==> src/rtl/node_cmd_pkg.sv <==
package node_cmd_pkg;
   typedef enum logic [2:0] {
      OP_NONE    = 3'd0,
      OP_MEASURE = 3'd1,
      OP_SEND    = 3'd2,
      OP_RELAY   = 3'd3,
      OP_ERASE   = 3'd4,
      OP_SLEEP   = 3'd5
   } op_e;

   // Gray walk: each normal step flips one bit
   typedef enum logic [1:0] {
      ST_LISTEN = 2'b00,
      ST_DECODE = 2'b01,
      ST_EXEC   = 2'b11,
      ST_DONE   = 2'b10
   } st_e;

   function automatic logic op_known(input logic [2:0] o);
      return (o >= 3'd1) && (o <= 3'd5);
   endfunction
endpackage

==> src/rtl/node_fill_tracker.sv <==
module node_fill_tracker #(
   parameter int BANK_BYTES = 16,
   parameter int BANKS      = 2,
   parameter int CW         = $clog2(BANKS*BANK_BYTES+1)
) (
   input  logic             clk,
   input  logic             rst_n,
   input  logic             wr_strobe,
   input  logic             grow_req,
   input  logic             erase,
   input  logic             sleep_req,
   input  logic             refuse,
   output logic [CW-1:0]    fill,
   output logic             is_full,
   output logic             mem_full,
   output logic [BANKS-2:0] bank_en
);
   localparam int CAP = BANKS * BANK_BYTES;
   localparam logic [CW-1:0] CAP_V = CW'(CAP);

   assign is_full = (fill == CAP_V);

   always_ff @(posedge clk or negedge rst_n) begin
      if (!rst_n) begin
         fill     <= '0;
         mem_full <= 1'b0;
      end else begin
         if (erase)                      fill <= '0;
         else if (wr_strobe && !is_full) fill <= fill + CW'(1);
         if (erase)       mem_full <= 1'b0;
         else if (refuse) mem_full <= 1'b1;
      end
   end

   for (genvar k = 1; k < BANKS; k++) begin : g_bank
      localparam logic [CW-1:0] TH = CW'(k * BANK_BYTES);
      always_ff @(posedge clk or negedge rst_n) begin
         if (!rst_n)                      bank_en[k-1] <= 1'b0;
         else if (erase || sleep_req)     bank_en[k-1] <= 1'b0;
         else if (grow_req && fill >= TH) bank_en[k-1] <= 1'b1;
      end

      a_r6_bank_rise_needs_fill : assert property (@(posedge clk) disable iff (!rst_n)
         $rose(bank_en[k-1]) |-> fill >= TH);
      a_r7_bank_held : assert property (@(posedge clk) disable iff (!rst_n)
         $fell(bank_en[k-1]) |-> ($past(erase) || $past(sleep_req)));
   end

   a_r9_no_overflow : assert property (@(posedge clk) disable iff (!rst_n)
      fill <= CAP_V);
endmodule

==> src/rtl/node_cmd_fsm.sv <==
module node_cmd_fsm
   import node_cmd_pkg::*;
#(
   parameter int DATA_W = 8,
   parameter int AW     = 5,
   parameter int CW     = 6
) (
   input  logic              clk,
   input  logic              rst_n,
   input  logic              cmd_valid,
   input  logic [2:0]        cmd_op,
   input  logic [DATA_W-1:0] cmd_byte,
   output logic              sns_req,
   input  logic              sns_ack,
   input  logic [DATA_W-1:0] sns_byte,
   output logic              mem_we,
   output logic [AW-1:0]     mem_waddr,
   output logic [DATA_W-1:0] mem_wdata,
   output logic [AW-1:0]     mem_raddr,
   input  logic [DATA_W-1:0] mem_rdata,
   output logic              tx_valid,
   output logic [DATA_W-1:0] tx_data,
   output logic              tx_last,
   input  logic [CW-1:0]     fill,
   input  logic              is_full,
   output logic              grow_req,
   output logic              erase,
   output logic              sleep_req,
   output logic              refuse,
   output logic              asleep
);
   st_e               state, state_n;
   op_e               op_q;
   logic [DATA_W-1:0] byte_q;
   logic [CW-1:0]     rd_ptr, rd_ptr_n;
   logic              is_write;

   assign is_write  = (op_q == OP_MEASURE) || (op_q == OP_RELAY);
   assign mem_waddr = fill[AW-1:0];
   assign mem_raddr = rd_ptr[AW-1:0];
   assign tx_data   = mem_rdata;

   always_comb begin
      state_n   = state;
      rd_ptr_n  = rd_ptr;
      sns_req   = 1'b0;
      mem_we    = 1'b0;
      mem_wdata = byte_q;
      tx_valid  = 1'b0;
      tx_last   = 1'b0;
      grow_req  = 1'b0;
      erase     = 1'b0;
      sleep_req = 1'b0;
      refuse    = 1'b0;
      unique case (state)
         ST_LISTEN: if (cmd_valid && !asleep && op_known(cmd_op)) state_n = ST_DECODE;
         ST_DECODE: begin
            grow_req = is_write && !is_full;
            state_n  = ST_EXEC;
         end
         ST_EXEC: begin
            case (op_q)
               OP_MEASURE: begin
                  if (is_full) begin
                     refuse  = 1'b1;
                     state_n = ST_DONE;
                  end else begin
                     sns_req   = 1'b1;
                     mem_wdata = sns_byte;
                     if (sns_ack) begin
                        mem_we  = 1'b1;
                        state_n = ST_DONE;
                     end
                  end
               end
               OP_RELAY: begin
                  if (is_full) refuse = 1'b1;
                  else         mem_we = 1'b1;
                  state_n = ST_DONE;
               end
               OP_SEND: begin
                  if (fill == '0) begin
                     state_n = ST_DONE;
                  end else begin
                     tx_valid = 1'b1;
                     if (rd_ptr == fill - CW'(1)) begin
                        tx_last  = 1'b1;
                        rd_ptr_n = '0;
                        state_n  = ST_DONE;
                     end else begin
                        rd_ptr_n = rd_ptr + CW'(1);
                     end
                  end
               end
               OP_ERASE: begin
                  erase   = 1'b1;
                  state_n = ST_DONE;
               end
               default: begin
                  sleep_req = 1'b1;
                  state_n   = ST_DONE;
               end
            endcase
         end
         default: state_n = ST_LISTEN;
      endcase
   end

   always_ff @(posedge clk or negedge rst_n) begin
      if (!rst_n) begin
         state  <= ST_LISTEN;
         op_q   <= OP_NONE;
         byte_q <= '0;
         rd_ptr <= '0;
         asleep <= 1'b0;
      end else begin
         state  <= state_n;
         rd_ptr <= rd_ptr_n;
         if (state == ST_LISTEN && state_n == ST_DECODE) begin
            op_q   <= op_e'(cmd_op);
            byte_q <= cmd_byte;
         end
         if (sleep_req) asleep <= 1'b1;
      end
   end

   a_r2_gray_step : assert property (@(posedge clk) disable iff (!rst_n)
      $countones(state ^ $past(state)) <= 1);
   a_r10_sleep_sticky : assert property (@(posedge clk) disable iff (!rst_n)
      $past(asleep) |-> asleep);
   a_r8_last_with_valid : assert property (@(posedge clk) disable iff (!rst_n)
      tx_last |-> tx_valid);
   a_r9_no_write_when_full : assert property (@(posedge clk) disable iff (!rst_n)
      mem_we |-> !is_full);
   a_r4_ack_only_on_req : assert property (@(posedge clk) disable iff (!rst_n)
      (mem_we && op_q == OP_MEASURE) |-> sns_req);
endmodule

==> src/rtl/node_cmd_ctrl.sv <==
module node_cmd_ctrl #(
   parameter int DATA_W     = 8,
   parameter int BANK_BYTES = 16,
   parameter int BANKS      = 2
) (
   input  logic                                   clk,
   input  logic                                   rst_n,
   input  logic                                   cmd_valid,
   input  logic [2:0]                             cmd_op,
   input  logic [DATA_W-1:0]                      cmd_byte,
   output logic                                   sns_req,
   input  logic                                   sns_ack,
   input  logic [DATA_W-1:0]                      sns_byte,
   output logic                                   mem_we,
   output logic [$clog2(BANKS*BANK_BYTES)-1:0]    mem_waddr,
   output logic [DATA_W-1:0]                      mem_wdata,
   output logic [$clog2(BANKS*BANK_BYTES)-1:0]    mem_raddr,
   input  logic [DATA_W-1:0]                      mem_rdata,
   output logic                                   tx_valid,
   output logic [DATA_W-1:0]                      tx_data,
   output logic                                   tx_last,
   output logic [BANKS-2:0]                       bank_pwr,
   output logic                                   mem_full,
   output logic                                   sleep
);
   localparam int CAP = BANKS * BANK_BYTES;
   localparam int AW  = $clog2(CAP);
   localparam int CW  = $clog2(CAP + 1);

   if (BANKS < 2) begin : g_bad_banks
      $error("node_cmd_ctrl: BANKS must be at least 2");
   end
   if (BANK_BYTES < 2) begin : g_bad_bank_bytes
      $error("node_cmd_ctrl: BANK_BYTES must be at least 2");
   end
   if (DATA_W < 1) begin : g_bad_width
      $error("node_cmd_ctrl: DATA_W must be positive");
   end

   logic [CW-1:0] fill;
   logic          is_full, grow_req, erase, sleep_req, refuse;

   node_cmd_fsm #(.DATA_W(DATA_W), .AW(AW), .CW(CW)) u_fsm (
      .clk(clk), .rst_n(rst_n),
      .cmd_valid(cmd_valid), .cmd_op(cmd_op), .cmd_byte(cmd_byte),
      .sns_req(sns_req), .sns_ack(sns_ack), .sns_byte(sns_byte),
      .mem_we(mem_we), .mem_waddr(mem_waddr), .mem_wdata(mem_wdata),
      .mem_raddr(mem_raddr), .mem_rdata(mem_rdata),
      .tx_valid(tx_valid), .tx_data(tx_data), .tx_last(tx_last),
      .fill(fill), .is_full(is_full), .grow_req(grow_req),
      .erase(erase), .sleep_req(sleep_req), .refuse(refuse), .asleep(sleep)
   );

   node_fill_tracker #(.BANK_BYTES(BANK_BYTES), .BANKS(BANKS), .CW(CW)) u_fill (
      .clk(clk), .rst_n(rst_n),
      .wr_strobe(mem_we), .grow_req(grow_req), .erase(erase),
      .sleep_req(sleep_req), .refuse(refuse),
      .fill(fill), .is_full(is_full), .mem_full(mem_full), .bank_en(bank_pwr)
   );

   a_r10_sleep_gates_off : assert property (@(posedge clk) disable iff (!rst_n)
      sleep |-> (bank_pwr == '0));
   a_r1_idle_when_asleep : assert property (@(posedge clk) disable iff (!rst_n)
      $past(sleep) |-> !(mem_we || tx_valid || sns_req));
endmodule

==> config.mk <==
export PLATFORM = sky130hd
export DESIGN_NAME = node_cmd_ctrl
export DESIGN_NICKNAME = d
export VERILOG_FILES = /design/src/rtl/node_cmd_pkg.sv /design/src/rtl/node_fill_tracker.sv /design/src/rtl/node_cmd_fsm.sv /design/src/rtl/node_cmd_ctrl.sv
export SDC_FILE = /design/constraint.sdc
export NUM_CORES = 1
export LEC_CHECK = 0
export ABC_AREA = 1
export CELL_PAD_IN_SITES_DETAIL_PLACEMENT = 0
export CELL_PAD_IN_SITES_GLOBAL_PLACEMENT = 1
export CORE_UTILIZATION = 30
export CTS_BUF_LIST = sky130_fd_sc_hd__clkbuf_4
export CTS_CLUSTER_DIAMETER = 60
export DETAILED_ROUTE_END_ITERATION = 10
export PLACE_DENSITY_LB_ADDON = 0.1
export SETUP_SLACK_MARGIN = 0.05
export SYNTH_ARGS = -nofsm -noshare
export SYNTH_HDL_FRONTEND = slang
export SYNTH_HIERARCHICAL = 1
export SYNTH_SLANG_ARGS = --single-unit
export TNS_END_PERCENT = 10
==> constraint.sdc <==
create_clock -name clk -period 1.7 [get_ports clk]
set_input_delay 0.17 -clock clk [delete_from_list [all_inputs] [get_ports clk]]
set_output_delay 0.17 -clock clk [all_outputs]
set_load 0.01 [all_outputs]
==> metrics.txt, run 1 <==
status=finished with violations; violated checks=setup timing; Site Rows=28; Routed Antenna Nets=0; total die area=0.006743 mm²; Final Setup Violations=23; RSZ-0062 raised after global routing=yes; GRT Max-Usage Layer=met2; WS Path Type=reg2out; Peak VDD IR=0.5550 mV; Slew Viols, Final=0; average cell area after synthesis=7.464 µm²; Synth-to-Final Area Change=59.00%; Die H=82.12 µm; Critical R2R Capture=u_fsm/rd_ptr[4]; port buffer count=47; CTS H-tree depth=1; worst hold path class=in2async; largest net degree at the start of global routing=29; Crit Path Max Fanout=3; GRT Total Usage=16.18%; drt first pass iters=4; final count of hold timing violations=0; antenna violations before repair=0; Global Route met3 Usage=2.198%; GR Util met2=26.78%; vias in the first global route=1774; most frequent cells in the layout=58 x nand2_1, 44 x buf_4, 27 x inv_1, 26 x dfrtp_1, 25 x clkdlybuf4s50_1; Worst-Margin Slew=0.3889 ns; gpl congestion=0.7427; synthesis warning total=6; Fillers=620; initial drt markers=26; Distinct cells, synth=32; headroom to the max-slew limit=74.08%; Residual DRC=0; nets=382; Avg WL per Cell=11.90 µm; Synth Instances=258; syn_nets=294; number of max-cap violations=0; fmax=0.4957 GHz; met1 usage=22.06%; CP startpoint=u_fill/fill[1]; post-synthesis instance area=0.001926 mm²; Sink Count=28; r2r setup slk=-0.19 ns; hold buffer count at cts=0; Clock Tree Buf Depth=2; worst path required time=1.53 ns; number of diodes=0; Initial Util=31.77%; core box area=0.006061 mm²; clk root buf=clkbuf_4; routed vias=1837; leakage power=1.650 nW; reg2reg start=u_fill/fill[0]; cts bufs inserted=3; Hold WS=0.2024 ns; Detail Placement HPWL=3702 µm; GRT overflow=0; Crit path arrival time=1.85 ns; vias per inst=4.374; TritonCTS clock tree=done; post-synthesis sequential area ratio=36.39%; post-route minimum period=2.017 ns; Worst-path clk slew=0.16 ns; Worst Setup End Kind=output port; Top Ports=64; synthesis-stage register bit count=28; most common cell after layout, fill and taps aside=nand2_1; Pwr Total=3.227 mW; die width=82.12 µm; global-route wire length before repair=8211 µm; total wire length=4999 µm; Final WS setup=-0.3172 ns; Worst Setup Start Kind=register; pwr dens=1054 mW/mm²; share of cells above drive strength 1=39.42%; Max Clock Skew=0.007808 ns; Tcrit/Tclk final=118.7%; Clk Latency, worst-skew pair=0.33 ns; R2R cell count=17
kinds of logic (layout without fill, tap and decap cells):
group                      after synthesis  after routing  synth area share, %
xor gates and xnor gates                 7              7                3.184
and+or+nand+nor                        139            140                33.59
muxes                                    8              8                4.679
DFF                                     28             28                36.39
adders and majority gates                5              5                3.249
buffers and inverters                   56            142                14.62
AOI/OAI and AO/OA                       15             15                4.289
sequential cells by signal (all words and copies together) (netlist names):
name and count:
u_fill/fill 6, u_fsm/asleep 1, u_fill/mem_full 1, u_fsm/byte_q 8
u_fsm/state 2, u_fill/bank_en 1, u_fsm/op_q 3, u_fsm/rd_ptr 6
area by class of cell:
class,count,area [µm²],share of cell area [%]
Tap cell,75,93.84,3.065
Sequential cell,28,703.2,22.97
Timing Repair Buffer,102,935.9,30.57
Clock buffer,3,22.52,0.7356
Multi-Input combinational cell,175,1121,36.62
Inverter,36,155.1,5.067
Clock inverter,1,30.03,0.9808
per-stage QoR:
step | setup TNS [ns] | setup slack (ns) | instances | utilization, % | cell area, µm²
floorplan | 0 | 0.05420 | 258 | - | 1967
global placement | -4.761 | -0.3763 | 402 | 44.59 | 2703
detailed placement | -5.501 | -0.4258 | 402 | 44.59 | 2703
CTS | -5.942 | -0.3911 | 419 | 49.01 | 2970
global route | -7.300 | -0.4399 | 420 | 50.52 | 3062
finish | -4.479 | -0.3172 | 420 | 50.52 | 3062
where the power goes:
part           internal (mW)  total, mW  switching, mW
clock                  0.238      0.447          0.209
sequential             0.849      0.989          0.140
combinational          0.971       1.79          0.821
total                   2.06       3.23           1.17
timing repair:
action | in CTS | in global routing
pin swaps | 14 | 7
endpoints found under the setup margin | 26 | 39
gates resized for setup | 91 | 30
setup buffers | 12 | 1
cloned | 1 | 0
Yosys cell counts (all sizes together):
library cell,number,area (µm²)
a211oi,1,7.510
a21oi,2,10.01
buf,19,140.1
clkbuf,1,3.750
dfrtp,28,700.7
ha,5,62.56
inv,36,137.6
mux2,8,90.09
nand2,83,316.6
nand3,20,105.1
nand4,4,25.02
nor2,24,131.4
nor3,4,42.54
nor3b,1,7.510
nor4,1,6.260
o21a,1,7.510
o21ai,10,50.04
o21bai,1,7.510
or2,2,12.52
xnor2,2,17.52
xor2,5,43.79
worst max-delay path by stage:
stage | endpoint | slack [ns] | cells after the start
floorplan | mem_wdata[0] | 0.05 | 10
global placement | mem_wdata[7] | -0.38 | 11
detailed placement | mem_wdata[7] | -0.43 | 11
CTS | tx_last | -0.39 | 12
global route | tx_valid | -0.44 | 6
finish | tx_last | -0.32 | 10
worst max-delay path: stages, from the launching register on:
cell and delay, ns:
dfrtp_1 0.41, buf_6 0.13, inv_6 0.04, ha_4 0.15, buf_4 0.13, nand2_1 0.06
nand3_1 0.06, nand2_1 0.07, nand2_1 0.11, nor3_4 0.21, buf_2 0.16
metal layers:
layer / share of wire (%) / wire [µm]
met5: 0 / 0
met4: 0.54 / 27
met3: 3.9 / 196
met2: 48 / 2407
met1: 47 / 2369
No activity file was read; power rests on OpenSTA's default activity.
==> inputs of run 2 (changes only) <==
--- a/config.mk
+++ b/config.mk
@@ -6,6 +6,7 @@
 export NUM_CORES = 1
 export LEC_CHECK = 0
 export ABC_AREA = 1
+export ABC_CLOCK_PERIOD_IN_PS = 1700
 export CELL_PAD_IN_SITES_DETAIL_PLACEMENT = 0
 export CELL_PAD_IN_SITES_GLOBAL_PLACEMENT = 1
 export CORE_UTILIZATION = 30
==> results of run 2 <==
The final DEF is identical to that of run 1; final timing and power are the same.
